$ cat config.mk
export PLATFORM = sky130hd
export DESIGN_NAME = sdram_pwrup_seq
export DESIGN_NICKNAME = d
export VERILOG_FILES = /design/src/rtl/sdram_init_pkg.sv /design/src/rtl/init_gap_timer.sv /design/src/rtl/init_ref_counter.sv /design/src/rtl/init_cmd_drive.sv /design/src/rtl/sdram_pwrup_seq.sv
export SDC_FILE = /design/constraint.sdc
export NUM_CORES = 1
export LEC_CHECK = 0
export ABC_CLOCK_PERIOD_IN_PS = 5060
export BUFFER_PORTS_ARGS = -buffer_cell sky130_fd_sc_hd__buf_2
export CAP_MARGIN = 20
export CORE_MARGIN = 10
export CORE_UTILIZATION = 45
export CTS_BUF_LIST = sky130_fd_sc_hd__clkbuf_16
export CTS_CLUSTER_SIZE = 16
export DETAILED_ROUTE_END_ITERATION = 8
export GPL_TIMING_DRIVEN = 0
export PLACE_DENSITY = 0.67
export SETUP_SLACK_MARGIN = 0.05
export SLEW_MARGIN = 25
export SYNTH_ARGS = -nofsm -noshare
export SYNTH_HDL_FRONTEND = slang
export SYNTH_HIERARCHICAL = 1
export SYNTH_SLANG_ARGS = --single-unit
$ cat constraint.sdc
create_clock -name clk -period 5.06 [get_ports clk]
set_input_delay 1.518 -clock clk [delete_from_list [all_inputs] [get_ports clk]]
set_output_delay 1.518 -clock clk [all_outputs]
set_load 0.01 [all_outputs]
$ cat src/rtl/sdram_init_pkg.sv
// Package: shared command encoding, sequence states and mode-word layout for
// the SDRAM power-up sequencer. Assumes active-low command pins in the
// order {cs_n, ras_n, cas_n, we_n}.
package sdram_init_pkg;

    typedef enum logic [3:0] {
        CMD_MRS = 4'b0000,
        CMD_REF = 4'b0001,
        CMD_PRE = 4'b0010,
        CMD_NOP = 4'b0111
    } sd_cmd_e;

    typedef enum logic [2:0] {
        ST_STABLE,
        ST_PRECH,
        ST_TRP,
        ST_REF,
        ST_TRC,
        ST_MRS,
        ST_TRSC,
        ST_READY
    } init_state_e;

    // Mode word field positions, decoded by the memory itself.
    localparam int MR_BL_LSB   = 0;
    localparam int MR_BT_BIT   = 3;
    localparam int MR_CL_LSB   = 4;
    localparam int PRE_ALL_BIT = 10;

    function automatic int max_of4(input int a, input int b, input int c, input int d);
        int m;
        m = a;
        if (b > m) m = b;
        if (c > m) m = c;
        if (d > m) m = d;
        return m;
    endfunction

endpackage

$ cat src/rtl/init_gap_timer.sv
// Gap timer: counts cycles spent in the current sequence state.
// Assumes the owner pulses clr on every state change. hit is high when the
// count has reached limit. The count saturates there.
module init_gap_timer #(
    parameter int CNT_W = 16
) (
    input  logic             clk,
    input  logic             rst_n,
    input  logic             clr,
    input  logic [CNT_W-1:0] limit,
    output logic             hit
);
    logic [CNT_W-1:0] cnt_q;

    // Compare the running count with the limit chosen for this state.
    assign hit = (cnt_q == limit);

    // Clear on a state change, otherwise advance until the limit.
    always_ff @(posedge clk) begin
        if (!rst_n) begin
            cnt_q <= '0;
        end else if (clr) begin
            cnt_q <= '0;
        end else if (!hit) begin
            cnt_q <= cnt_q + 1'b1;
        end
    end
endmodule

$ cat src/rtl/init_ref_counter.sv
// Refresh counter: counts the auto-refresh commands issued in this sequence.
// Assumes issue is high for exactly one cycle per refresh. all_done is high
// once REF_COUNT refreshes have gone out.
module init_ref_counter #(
    parameter int REF_COUNT = 8
) (
    input  logic clk,
    input  logic rst_n,
    input  logic clr,
    input  logic issue,
    output logic all_done
);
    localparam int RC_W = $clog2(REF_COUNT + 1);
    localparam logic [RC_W-1:0] RC_LAST = RC_W'(REF_COUNT);

    logic [RC_W-1:0] cnt_q;

    // Flag the end of the refresh burst.
    assign all_done = (cnt_q == RC_LAST);

    // Count refreshes, restart when the sequence restarts.
    always_ff @(posedge clk) begin
        if (!rst_n) begin
            cnt_q <= '0;
        end else if (clr) begin
            cnt_q <= '0;
        end else if (issue && !all_done) begin
            cnt_q <= cnt_q + 1'b1;
        end
    end
endmodule

$ cat src/rtl/init_cmd_drive.sv
// Command driver: turns a sequence command into pin levels and the address
// word. Assumes ADDR_W is at least 11, so the precharge-all flag bit
// exists. Purely combinational.
module init_cmd_drive
    import sdram_init_pkg::*;
#(
    parameter int ADDR_W = 12
) (
    input  sd_cmd_e           cmd,
    input  logic [2:0]        burst_len,
    input  logic              burst_seq,
    input  logic [2:0]        cas_lat,
    output logic              cs_n,
    output logic              ras_n,
    output logic              cas_n,
    output logic              we_n,
    output logic [ADDR_W-1:0] addr
);
    logic [ADDR_W-1:0] mode_word;

    // Place the mode fields at the positions the memory decodes.
    always_comb begin
        mode_word = '0;
        mode_word[MR_BL_LSB +: 3] = burst_len;
        mode_word[MR_BT_BIT]      = burst_seq;
        mode_word[MR_CL_LSB +: 3] = cas_lat;
    end

    // Map the command code onto the four strobes.
    assign {cs_n, ras_n, cas_n, we_n} = cmd;

    // Choose the address content by command.
    always_comb begin
        addr = '0;
        case (cmd)
            CMD_PRE: addr[PRE_ALL_BIT] = 1'b1;
            CMD_MRS: addr = mode_word;
            default: addr = '0;
        endcase
    end
endmodule

$ cat src/rtl/sdram_pwrup_seq.sv
// SDRAM power-up sequencer top. Runs a quiet period, then precharge-all,
// then REFRESH_COUNT auto-refreshes, then a mode register set, then raises
// init_done. Every wait is a parameter. Assumes all gaps are at least two
// cycles, WAIT_STABLE_CYC is at least one, and cfg inputs are stable.
module sdram_pwrup_seq
    import sdram_init_pkg::*;
#(
    parameter int ADDR_W          = 12,
    parameter int WAIT_STABLE_CYC = 50000,
    parameter int T_RP_CYC        = 3,
    parameter int T_RC_CYC        = 7,
    parameter int T_RSC_CYC       = 2,
    parameter int REFRESH_COUNT   = 8
) (
    input  logic              clk,
    input  logic              rst_n,
    input  logic [2:0]        cfg_burst_len,
    input  logic              cfg_burst_seq,
    input  logic [2:0]        cfg_cas_lat,
    output logic              sd_cke,
    output logic              sd_dqm,
    output logic              sd_cs_n,
    output logic              sd_ras_n,
    output logic              sd_cas_n,
    output logic              sd_we_n,
    output logic [ADDR_W-1:0] sd_addr,
    output logic              init_done
);
    localparam int MAX_GAP = max_of4(WAIT_STABLE_CYC, T_RP_CYC, T_RC_CYC, T_RSC_CYC);
    localparam int CNT_W   = $clog2(MAX_GAP + 1);
    localparam logic [CNT_W-1:0] LIM_STABLE = CNT_W'(WAIT_STABLE_CYC - 1);
    localparam logic [CNT_W-1:0] LIM_TRP    = CNT_W'(T_RP_CYC - 2);
    localparam logic [CNT_W-1:0] LIM_TRC    = CNT_W'(T_RC_CYC - 2);
    localparam logic [CNT_W-1:0] LIM_TRSC   = CNT_W'(T_RSC_CYC - 2);

    // Elaboration checks on the parameters.
    if (REFRESH_COUNT < 8) begin : g_bad_refresh_count
        initial $fatal(1, "REFRESH_COUNT must be at least 8");
    end
    if (T_RP_CYC < 2 || T_RC_CYC < 2 || T_RSC_CYC < 2) begin : g_bad_gap
        initial $fatal(1, "command gaps must be at least 2 cycles");
    end
    if (WAIT_STABLE_CYC < 1 || ADDR_W < 11) begin : g_bad_setup
        initial $fatal(1, "WAIT_STABLE_CYC >= 1 and ADDR_W >= 11 required");
    end

    init_state_e       state_q, state_d;
    logic [CNT_W-1:0]  gap_limit;
    logic              gap_hit;
    logic              refs_done;
    sd_cmd_e           cur_cmd;

    // Pick the terminal count for the state being timed.
    always_comb begin
        case (state_q)
            ST_STABLE: gap_limit = LIM_STABLE;
            ST_TRP:    gap_limit = LIM_TRP;
            ST_TRC:    gap_limit = LIM_TRC;
            ST_TRSC:   gap_limit = LIM_TRSC;
            default:   gap_limit = '0;
        endcase
    end

    init_gap_timer #(
        .CNT_W (CNT_W)
    ) u_gap (
        .clk   (clk),
        .rst_n (rst_n),
        .clr   (state_d != state_q),
        .limit (gap_limit),
        .hit   (gap_hit)
    );

    init_ref_counter #(
        .REF_COUNT (REFRESH_COUNT)
    ) u_refs (
        .clk      (clk),
        .rst_n    (rst_n),
        .clr      (state_q == ST_STABLE),
        .issue    (state_q == ST_REF),
        .all_done (refs_done)
    );

    // Next-state logic for the fixed initialization order.
    always_comb begin
        state_d = state_q;
        case (state_q)
            ST_STABLE: if (gap_hit) state_d = ST_PRECH;
            ST_PRECH:  state_d = ST_TRP;
            ST_TRP:    if (gap_hit) state_d = ST_REF;
            ST_REF:    state_d = ST_TRC;
            ST_TRC:    if (gap_hit) state_d = refs_done ? ST_MRS : ST_REF;
            ST_MRS:    state_d = ST_TRSC;
            ST_TRSC:   if (gap_hit) state_d = ST_READY;
            ST_READY:  state_d = ST_READY;
            default:   state_d = ST_STABLE;
        endcase
    end

    // State register, restarting from the quiet period on reset.
    always_ff @(posedge clk) begin
        if (!rst_n) begin
            state_q <= ST_STABLE;
        end else begin
            state_q <= state_d;
        end
    end

    // Decode the one-cycle command owned by the current state.
    always_comb begin
        case (state_q)
            ST_PRECH: cur_cmd = CMD_PRE;
            ST_REF:   cur_cmd = CMD_REF;
            ST_MRS:   cur_cmd = CMD_MRS;
            default:  cur_cmd = CMD_NOP;
        endcase
    end

    init_cmd_drive #(
        .ADDR_W (ADDR_W)
    ) u_drive (
        .cmd       (cur_cmd),
        .burst_len (cfg_burst_len),
        .burst_seq (cfg_burst_seq),
        .cas_lat   (cfg_cas_lat),
        .cs_n      (sd_cs_n),
        .ras_n     (sd_ras_n),
        .cas_n     (sd_cas_n),
        .we_n      (sd_we_n),
        .addr      (sd_addr)
    );

    assign sd_cke    = 1'b1;
    assign sd_dqm    = 1'b1;
    assign init_done = (state_q == ST_READY);
endmodule

==> metrics.yaml, run 1 <==
end_kind: "flop"
yosys.area_share.xor_xnor: 0.1132
cp_max_fo: 12
drive_above_1_share: 0.2287
synth_area_leaders: "dfxtp_1 30%, xnor2_1 9.1%, a21oi_1 5.5%"
post-route-drc-count: 0
fin_util: 0.5493
dp_hpwl_mm: 2.407
drt.antenna.violating_nets: 0
yosysWarningCount: 6
vdd_drop_max_uv: 150.0
multiInputGateArea_sq_um: 965.9
synthCells: 186
cts_tree: "built"
seqCellArea_sq_um: 460.4
seq_area_frac_synth: 0.2975
num_rows: 21
routabilityCongestion: 0.8140
nets: 236
hold_viol_final: 0
nFillCells: 323
vias: 1313
fin_skew_ns: 0.003761
grt_max_degree: 13
die-height_um: 78.65
start_util: 0.4638
grtUsageTotal: 0.1069
ys_ff_latch: 23
wl_mm: 3.244
clockBufferDepth: 2
clk_latency_ns: 0.26
whs_ns: 0.4984
die_area_sq_mm: 0.006185
status: "complete, no violations"
rsz0062_at_grt: "no"
cts-hold-fix-buffers: 0
p_leak_nw: 0.7431
num_antenna_cells: 0
reg2regPathDepth: 14
worst_ep_required_time_ns: 5.19
worst-setup-path-type: "flop to flop"
fp.coreArea_sq_mm: 0.003337
fin_cells: 269
cts_buffers: 3
root_buffer: "clkbuf_16"
cp-start-kind: "flop"
path_clk_slew_ns: 0.06
portBuffers: 20
cts.sinks: 23
synth_edf_count: 0
slew-limit-headroom: 0.5025
fin_setup_tns_ns: 0
dr.first_iter.drc_count: 73
avgViaCountPerCell: 4.881
tightest_slew_ns: 0.7436
pin_count: 28
synth_top_family_by_area: "simple AND/OR/NAND/NOR gates"
globalRoute.totalOverflow: 0
syn_area_per_cell_sq_um: 8.321
area_growth_pct: 18.43
antenna_found_initial: 0
maxCapViolCount: 0
yosys.area_share.simple: 0.3040
hold_depth: 2
p_per_area_mw_per_mm2: 207.8
grt_pass1_wl_mm: 5.547
synth-main-ff-cell: "dfxtp_1"
final.min_clock_period_ns: 3.549
first_pass_iters: 4
synth-compound-area-share: 0.1374
mappedNetlistArea_sq_mm: 0.001548
wire_per_inst_um: 12.06
synth.distinct_cells: 39
synthAdderAreaFrac: 0.02425
post_cts_resize_count: 0
hold_class: "flop to flop"
timing.final.max_slew_violations: 0
synth_mux_area_frac: 0.006467
fmax_mhz: 281.8
die_w_um: 78.65
period_share: 0.7014
synth_top_cell_by_area: "dfxtp_1"
synth_top_area_frac: 0.2975
dp_cells: 265
async_flop_share: 0
grt_pass1_vias: 1220
post_cts_buffers: 0
critPathArrivalTime_ns: 3.68
htreeDepth: 1
setup_viol: 0
[cells by family after synthesis]
kind of cell | after synthesis
simple gates | 73
compound gates | 37
buf+inv | 26
flops | 23
xor+xnor | 20
fa+ha+maj | 3
other cells | 3
mux | 1
[metrics by stage]
step	worst slack [ns]	area (sq um)	total power, mW
CTS	1.470	1833	0.3879
finish	1.511	1833	0.3810
global placement	1.520	1754	0.2126
floorplan	1.878	1597	0.2074
detailed placement	1.517	1754	0.2129
global route	1.168	1833	0.3962
[cell type report]
type                       count  area share
buffer                        18     0.07645
clock buffer                   3     0.04096
tap                           46     0.03140
inverter                       8     0.01638
timing repair buffer          20     0.05461
clock inverter                 1    0.002048
multi-input combinational    150      0.5270
sequential                    23      0.2512
[critical path: stages (launching register included)]
cell and delay [ns]:
dfxtp_1 0.30, buf_6 0.13, or2_4 0.23, nor2_1 0.57, xnor2_1 0.23, nand4_2 0.14, nor4_4 0.40, buf_6 0.20
buf_6 0.16, nor2_1 0.05, nor2_1 0.10, nand2b_1 0.11, clkbuf_1 0.26, clkbuf_1 0.44, nor2_1 0.09
[metal layers]
layer / track usage / vias to the layer above / share of wire / wire [um]
met5: 0 / - / 0 / 0
met4: 0.05018 / 0 / 0.016 / 51
met3: 0.03759 / 5 / 0.081 / 262
met2: 0.1686 / 29 / 0.43 / 1383
met1: 0.1268 / 583 / 0.48 / 1548
li1: - / 696 / - / -
[final timing paths]
kind | startpoint | to | slack (ns)
max | state_q[1] | u_gap/cnt_q[1] | 1.51
min | u_refs/cnt_q[2] | u_refs/cnt_q[2] | 0.50
max reg2reg | state_q[1] | u_gap/cnt_q[1] | 1.51
min reg2reg | u_refs/cnt_q[2] | u_refs/cnt_q[2] | 0.50
[cells in the final DEF (no fill, tap or decap), drive strengths merged, types with 9 or more instances in the layout]
cell,n
buf,36
or3,10
inv,9
a21oi,18
nand4,9
nand2,12
o21ai,11
dfxtp,23
conb,16
xnor2,16
[report_power, final]
part	total, mW	internal, mW	switching (mW)
Clock	0.171	0.106	0.0658
Combinational	0.0239	0.0118	0.0121
Sequential	0.186	0.183	0.00265
Total	0.381	0.300	0.0805
[state kept, by name, summed over array words and instances, names as in the netlist]
register	flops
u_refs/cnt_q	4
state_q	3
u_gap/cnt_q	16
[cell usage after synthesis (all sizes together), types with 4 or more instances]
| library cell | number |
|---|---|
| dfxtp | 23 |
| a21oi | 18 |
| buf | 16 |
| xnor2 | 16 |
| nand2 | 12 |
| o21ai | 11 |
| or3 | 10 |
| nand4 | 9 |
| inv | 8 |
| nor2 | 8 |
| and2 | 7 |
| nand3 | 7 |
| or4 | 5 |
| o31ai | 4 |
| xor2 | 4 |
Note: power is estimated with default switching activity, not from simulation.
==> run 2: changes to the inputs <==
--- a/config.mk
+++ b/config.mk
@@ -5,7 +5,8 @@
 export SDC_FILE = /design/constraint.sdc
 export NUM_CORES = 1
 export LEC_CHECK = 0
-export ABC_CLOCK_PERIOD_IN_PS = 5060
+export ABC_AREA = 1
+export ABC_CLOCK_PERIOD_IN_PS = 3500
 export BUFFER_PORTS_ARGS = -buffer_cell sky130_fd_sc_hd__buf_2
 export CAP_MARGIN = 20
 export CORE_MARGIN = 10
@@ -14,7 +15,7 @@
 export CTS_CLUSTER_SIZE = 16
 export DETAILED_ROUTE_END_ITERATION = 8
 export GPL_TIMING_DRIVEN = 0
-export PLACE_DENSITY = 0.67
+export PLACE_DENSITY = 0.65
 export SETUP_SLACK_MARGIN = 0.05
 export SLEW_MARGIN = 25
 export SYNTH_ARGS = -nofsm -noshare
==> constraint.sdc (replaced) <==
create_clock -name clk -period 3.5 [get_ports clk]
set_input_delay 1.05 -clock clk [delete_from_list [all_inputs] [get_ports clk]]
set_output_delay 1.05 -clock clk [all_outputs]
set_load 0.01 [all_outputs]
==> metrics.yaml, run 2 <==
avgViaCountPerCell: 4.611  # was 4.881
grtUsageTotal: 0.1238  # was 0.1069
r2r-end: "u_gap/cnt_q[1]"  # unchanged
fin_skew_ns: 0.002120  # was 0.003761 ns
num_antenna_cells: 0  # unchanged
path_clk_slew_ns: 0.06  # about the same
timing.final.max_slew_violations: 0  # unchanged
synth_top_family_by_area: "simple AND/OR/NAND/NOR gates"  # unchanged
clockBufferDepth: 2  # unchanged
cts_buffers: 3  # unchanged
clk_latency_ns: 0.26  # about the same
grt_max_degree: 16  # was 13
dp_cells: 430  # was 265
hold_class: "flop to flop"  # unchanged
synth-compound-area-share: 0.07197  # was 0.1374
fp.coreArea_sq_mm: 0.004115  # was 0.003337 sq mm
dp_hpwl_mm: 3.563  # was 2.407 mm
worst_ep_required_time_ns: 3.66  # was 5.19 ns
p_leak_nw: 1.157  # was 0.7431 nW
slew-limit-headroom: 0.6641  # was 0.5025
top_register: "u_gap/cnt_q"  # unchanged
fin_util: 0.5546  # was 0.5493
fin_setup_tns_ns: 0  # unchanged
largest_reg_flops: 16  # unchanged
vias: 2001  # was 1313
yosys.area_share.xor_xnor: 0.03567  # was 0.1132
synth.distinct_cells: 26  # was 39
whs_ns: 0.5283  # was 0.4984 ns
hold_viol_final: 0  # unchanged
grt_pass1_wl_mm: 7.845  # was 5.547 mm
drt.antenna.violating_nets: 0  # unchanged
final.min_clock_period_ns: 3.029  # was 3.549 ns
end_kind: "flop"  # unchanged
pin_count: 28  # unchanged
cts.sinks: 23  # unchanged
rsz0062_at_grt: "no"  # unchanged
status: "complete, no violations"  # unchanged
yosysWarningCount: 6  # unchanged
reg2regPathDepth: 15  # was 14
yosys.area_share.simple: 0.4497  # was 0.3040
worstHoldStart: "u_refs/cnt_q[2]"  # unchanged
nets: 397  # was 236
whs_endpoint: "u_refs/cnt_q[2]"  # unchanged
synth_mux_area_frac: 0  # was 0.006467
critPathArrivalTime_ns: 3.19  # was 3.68 ns
mappedNetlistArea_sq_mm: 0.001964  # was 0.001548 sq mm
tightest_slew_ns: 0.5019  # was 0.7436 ns
portBuffers: 20  # unchanged
globalRoute.totalOverflow: 0  # unchanged
root_buffer: "clkbuf_16"  # unchanged
wl_mm: 4.532  # was 3.244 mm
fmax_mhz: 330.1  # was 281.8 MHz
synth_edf_count: 0  # unchanged
seq_area_frac_synth: 0.2344  # was 0.2975
p_per_area_mw_per_mm2: 249.0  # was 207.8 mW/mm^2
worst-setup-path-type: "flop to flop"  # unchanged
setup_viol: 0  # unchanged
synth_commonest_cells: "101 x nand2_1, 52 x nor2_1, 46 x inv_1, 29 x nand3_1, 23 x dfxtp_1"  # was 23 x dfxtp_1, 17 x a21oi_1, 16 x xnor2_1, 12 x nand2_1, 11 x buf_4
drive_above_1_share: 0.1693  # was 0.2287
fin_cells: 434  # was 269
num_rows: 23  # was 21
maxCapViolCount: 0  # unchanged
die_w_um: 86.07  # was 78.65 um
cts_tree: "built"  # unchanged
area_growth_pct: 16.18  # was 18.43%
r2r-start: "state_q[0]"  # was state_q[1]
hold_depth: 2  # unchanged
syn_area_per_cell_sq_um: 5.744  # was 8.321 sq um
synth_area_leaders: "dfxtp_1 23%, nand2_1 19%, nor2_1 9.9%"  # was dfxtp_1 30%, xnor2_1 9.1%, a21oi_1 5.5%
synth_top_area_frac: 0.2344  # was 0.2975
period_share: 0.8656  # was 0.7014
dr.first_iter.drc_count: 127  # was 73
cp-start-kind: "flop"  # unchanged
routabilityCongestion: 0.8476  # was 0.8140
start_util: 0.4773  # was 0.4638
ys_ff_latch: 23  # unchanged
first_pass_iters: 4  # unchanged
synth.most_common_cell: "nand2_1"  # was dfxtp_1
synth_top_cell_by_area: "dfxtp_1"  # unchanged
worst_slack_ns: 0.4705  # was 1.511 ns
die_area_sq_mm: 0.007408  # was 0.006185 sq mm
pre_cts_slack_ns: -0.09912  # was 1.517 ns
die-height_um: 86.07  # was 78.65 um
post-route-drc-count: 0  # unchanged
wire_per_inst_um: 10.44  # was 12.06 um
synth-main-ff-cell: "dfxtp_1"  # unchanged
reg2reg_slack_ns: 0.47  # was 1.51 ns
synthCells: 342  # was 186
htreeDepth: 1  # unchanged
async_flop_share: 0  # unchanged
cp_max_fo: 15  # was 12
grt_pass1_vias: 1768  # was 1220
largestRegisters: "u_gap/cnt_q x16, u_refs/cnt_q x4, state_q x3"  # unchanged
final_common_cell: "nand2_1"  # was dfxtp_1
nFillCells: 435  # was 323
synthAdderAreaFrac: 0.01911  # was 0.02425
final_cell_mix: "101 x nand2_1, 51 x nor2_1, 46 x inv_1"  # was 23 x dfxtp_1, 21 x buf_2, 17 x a21oi_1
vdd_drop_max_uv: 265.2  # was 150.0 uV
antenna_found_initial: 0  # unchanged
[run 2: cell count changes after synthesis, moves of 4 or more]
cell	before	now
o31ai_1	4	0
or3_2	4	0
nor2_2	0	4
nand2_1	12	101
xor2_1	4	8
and2_1	7	0
inv_2	1	11
or4_1	5	0
nor2_1	8	52
inv_1	7	46
or3_1	6	0
xnor2_1	16	0
o21ai_0	9	4
nand3_1	7	29
[run 2: cell type report]
class                      instances  area (sq um)  area share
tap                               50         62.56     0.02741
buffer                            17         146.4     0.06414
inverter                          57         214.0     0.09375
timing repair buffer              20         100.1     0.04386
clock buffer                       3         75.07     0.03289
clock inverter                     1         5.005    0.002193
multi-input combinational        263          1219      0.5340
sequential                        23         460.4      0.2018
[run 2: where the power goes]
part,internal [mW],switching (mW)
Clock,0.154,0.102
Sequential,0.265,0.00331
Combinational,0.0189,0.0250
[run 2: cell families after synthesis]
group | Yosys count
AND/OR/NAND/NOR | 204
XOR/XNOR | 8
flip-flops | 23
adder cells (fa/ha/maj) | 3
buffers and inverters | 74
other | 3
AO/OA/AOI/OAI | 27
[run 2: worst max path at each step]
stage                           from               to  slack, ns  cells past startpoint
after global placement    state_q[0]  u_gap/cnt_q[12]      -0.05                     15
after detailed placement  state_q[0]   u_gap/cnt_q[1]       -0.1                     15
after CTS                 state_q[0]   u_gap/cnt_q[1]       0.24                     15
after floorplan           state_q[0]   u_gap/cnt_q[0]       0.72                     15
after global routing      state_q[0]   u_gap/cnt_q[2]       0.17                     15
final                     state_q[0]   u_gap/cnt_q[1]       0.47                     15
[run 2: what timing repair did]
action | in CTS | in global routing
hold buffers | 0 | 0
resized for setup | 1 | 1
setup buffers | 0 | 0
endpoints found under the setup margin | 10 | 10
[run 2: critical path, cell delays in order (launching register included)]
cell and delay [ns]:
dfxtp_1 0.38, nor2_2 0.24, inv_1 0.12, nor2_4 0.34, inv_1 0.07, nand2_1 0.06
nand2_1 0.07, nor2_1 0.11, nand2_1 0.12, nor4_1 0.46, inv_1 0.15, o21ai_0 0.18
nor2_1 0.15, buf_1 0.28, nand2_1 0.14, nor2_1 0.04
[run 2: through the flow]
stage / total power [mW] / area [sq um]
6_report: 0.5682 / 2282
5_1_grt: 0.5959 / 2282
4_1_cts: 0.5755 / 2277
3_5_place_dp: 0.3166 / 2195
3_3_place_gp: 0.3163 / 2195
2_1_floorplan: 0.3076 / 2032
[run 2: per-layer routing]
layer,global-route usage,routed length [um],vias to the layer above,share of wire
met3,0.03311,355,4,0.078
met4,0.03144,33,0,0.0073
li1,-,-,1103,-
met5,0,0,-,0
met2,0.1968,1879,52,0.41
met1,0.1603,2264,842,0.50
==> run 3: changes to the inputs <==
--- a/config.mk
+++ b/config.mk
@@ -10,12 +10,12 @@
 export BUFFER_PORTS_ARGS = -buffer_cell sky130_fd_sc_hd__buf_2
 export CAP_MARGIN = 20
 export CORE_MARGIN = 10
-export CORE_UTILIZATION = 45
+export CORE_UTILIZATION = 57
 export CTS_BUF_LIST = sky130_fd_sc_hd__clkbuf_16
 export CTS_CLUSTER_SIZE = 16
 export DETAILED_ROUTE_END_ITERATION = 8
 export GPL_TIMING_DRIVEN = 0
-export PLACE_DENSITY = 0.65
+export PLACE_DENSITY = 0.79
 export SETUP_SLACK_MARGIN = 0.05
 export SLEW_MARGIN = 25
 export SYNTH_ARGS = -nofsm -noshare
==> metrics.yaml, run 3 (synthesis gave the netlist of run 2 again) <==
die_area_sq_mm: 0.006194  # was 0.007408 sq mm
p_per_area_mw_per_mm2: 248.2  # was 249.0 mW/mm^2
num_antenna_cells: 0  # unchanged
dpl_cell_area_sq_mm: 0.002190  # was 0.002195 sq mm
rsz0062_at_grt: "no"  # unchanged
cp_max_fo: 15  # unchanged
worst-setup-path-type: "flop to flop"  # unchanged
largestRegisters: "u_gap/cnt_q x16, u_refs/cnt_q x4, state_q x3"  # unchanged
cp_num_cells: 15  # unchanged
htreeDepth: 1  # unchanged
crit_path_start: "state_q[0]"  # unchanged
cp-start-kind: "flop"  # unchanged
cts-hold-fix-buffers: 0  # unchanged
cp_cell_sequence: "nor2_2, inv_1, nor2_4, inv_1, nand2_1, nand2_1, nor2_1, nand2_1, nor4_2, inv_1, o21ai_0, nor2_1, buf_1, nand2_1, nor2_1"  # was nor2_2, inv_1, nor2_4, inv_1, nand2_1, nand2_1, nor2_1, nand2_1, nor4_1, inv_1, o21ai_0, nor2_1, buf_1, nand2_1, nor2_1
dr.first_iter.drc_count: 165  # was 127
status: "complete, no violations"  # unchanged
root_buffer: "clkbuf_16"  # unchanged
die-height_um: 78.71  # was 86.07 um
final_common_cell: "nand2_1"  # unchanged
final_area_sq_mm: 0.002283  # was 0.002282 sq mm
first_pass_iters: 5  # was 4
nets: 397  # unchanged
grt_pass1_wl_mm: 7.983  # was 7.845 mm
wl_mm: 4.610  # was 4.532 mm
reg2reg_slack_ns: 0.53  # was 0.47 ns
dp_hpwl_mm: 3.450  # was 3.563 mm
area_growth_pct: 16.24  # was 16.18%
cts_tree: "built"  # unchanged
die_w_um: 78.71  # was 86.07 um
cts.sinks: 23  # unchanged
r2r-start: "state_q[0]"  # unchanged
largest_reg_flops: 16  # unchanged
grtUsageTotal: 0.1496  # was 0.1238
p_leak_nw: 1.157  # about the same
end_kind: "flop"  # unchanged
start_util: 0.5887  # was 0.4773
grt_max_degree: 16  # unchanged
top_register: "u_gap/cnt_q"  # unchanged
clk_latency_ns: 0.26  # about the same
routabilityCongestion: 0.8941  # was 0.8476
grt_pass1_vias: 1807  # was 1768
clockBufferDepth: 2  # unchanged
critPathArrivalTime_ns: 3.12  # was 3.19 ns
drt.antenna.violating_nets: 0  # unchanged
wire_per_inst_um: 10.72  # was 10.44 um
r2r-end: "u_gap/cnt_q[13]"  # was u_gap/cnt_q[1]
reg2regPathDepth: 15  # unchanged
final_cell_mix: "101 x nand2_1, 51 x nor2_1, 46 x inv_1"  # unchanged
cts_buffers: 3  # unchanged
portBuffers: 20  # unchanged
hold_viol_final: 0  # unchanged
worst_path_largest_cell_delay_ns: 0.38  # was 0.46 ns
period_share: 0.8473  # was 0.8656
post-route-drc-count: 0  # unchanged
avgViaCountPerCell: 4.760  # was 4.611
fin_util: 0.6843  # was 0.5546
maxCapViolCount: 0  # unchanged
timing.final.max_slew_violations: 0  # unchanged
worst_ep_required_time_ns: 3.65  # was 3.66 ns
pin_count: 28  # unchanged
final.min_clock_period_ns: 2.966  # was 3.029 ns
antenna_found_initial: 0  # unchanged
cp_slowest_cell: "dfxtp_1"  # was nor4_1
vias: 2047  # was 2001
crit_family: "simple AND/OR/NAND/NOR gates"  # unchanged
fp.coreArea_sq_mm: 0.003337  # was 0.004115 sq mm
num_rows: 21  # was 23
setup_viol: 0  # unchanged
vdd_drop_max_uv: 224.6  # was 265.2 uV
hold_class: "flop to flop"  # unchanged
fmax_mhz: 337.2  # was 330.1 MHz
drive_above_1_share: 0.1719  # was 0.1693
crit_path_end: "u_gap/cnt_q[13]"  # was u_gap/cnt_q[1]
fin_skew_ns: 0.003889  # was 0.002120 ns
globalRoute.totalOverflow: 0  # unchanged
critPathBufInv: 4  # unchanged
crit_top_cell: "nand2_1"  # unchanged
path_clk_slew_ns: 0.06  # about the same
run 3: worst min-delay path by stage:
stage                                from         endpoint  slack (ns)  cells after the start
after floorplan           u_refs/cnt_q[2]  u_refs/cnt_q[2]        0.48                      2
after global placement    u_refs/cnt_q[2]  u_refs/cnt_q[2]        0.50                      2
after detailed placement  u_refs/cnt_q[2]  u_refs/cnt_q[2]        0.53                      2
after CTS                 u_refs/cnt_q[1]  u_refs/cnt_q[1]        0.55                      2
after global routing      u_refs/cnt_q[1]  u_refs/cnt_q[1]        0.58                      2
final                     u_refs/cnt_q[1]  u_refs/cnt_q[1]        0.55                      2
run 3: power by group:
| group | internal, mW | switching [mW] | total, mW |
|---|---|---|---|
| clock | 0.154 | 0.0996 | 0.254 |
| sequential | 0.265 | 0.00368 | 0.268 |
| combinational | 0.0190 | 0.0258 | 0.0449 |
| total | 0.438 | 0.129 | 0.567 |
run 3: area by class of cell:
class | instances | area (sq um)
Buffer | 17 | 146.4
Clock buffer | 3 | 75.07
Clock inverter | 1 | 5.005
Fill cell | 308 | 1054
Inverter | 57 | 214.0
Multi-Input combinational cell | 263 | 1225
Sequential cell | 23 | 460.4
Tap cell | 46 | 57.56
Timing Repair Buffer | 20 | 100.1
run 3: metrics by stage:
step	total power [mW]	worst slack (ns)	hold slack [ns]	instances	setup TNS, ns
after floorplan	0.3076	0.7209	0.4802	360	0
after global placement	0.3160	0.04613	0.4985	426	0
after detailed placement	0.3169	-0.05570	0.5349	426	-0.3372
after CTS	0.5716	0.2231	0.5468	430	0
after global routing	0.5874	0.2038	0.5800	430	0
final	0.5667	0.5343	0.5494	430	0
run 3: routing by layer:
layer / track usage / up-vias / part of all wire
met2: 0.2484 / 63 / 0.44
met1: 0.1916 / 880 / 0.47
met3: 0.03041 / 4 / 0.086
met5: 0 / - / 0
met4: 0.04122 / 0 / 0.0067
li1: - / 1100 / -
run 3: what timing repair did:
item / in CTS / in global routing
resized for setup: 1 / 2
buffers inserted: 0 / 0
gates cloned: 0 / 0
endpoints found under the setup margin: 10 / 10
pin swaps: 0 / 0
run 3: worst reg2reg max path: stages (launching register included):
cell and delay (ns):
dfxtp_1 0.38, nor2_2 0.24, inv_1 0.12, nor2_4 0.35, inv_1 0.08, nand2_1 0.07
nand2_1 0.08, nor2_1 0.11, nand2_1 0.14, nor4_2 0.38, inv_1 0.13, o21ai_0 0.16
nor2_1 0.15, buf_1 0.28, nand2_1 0.15, nor2_1 0.05
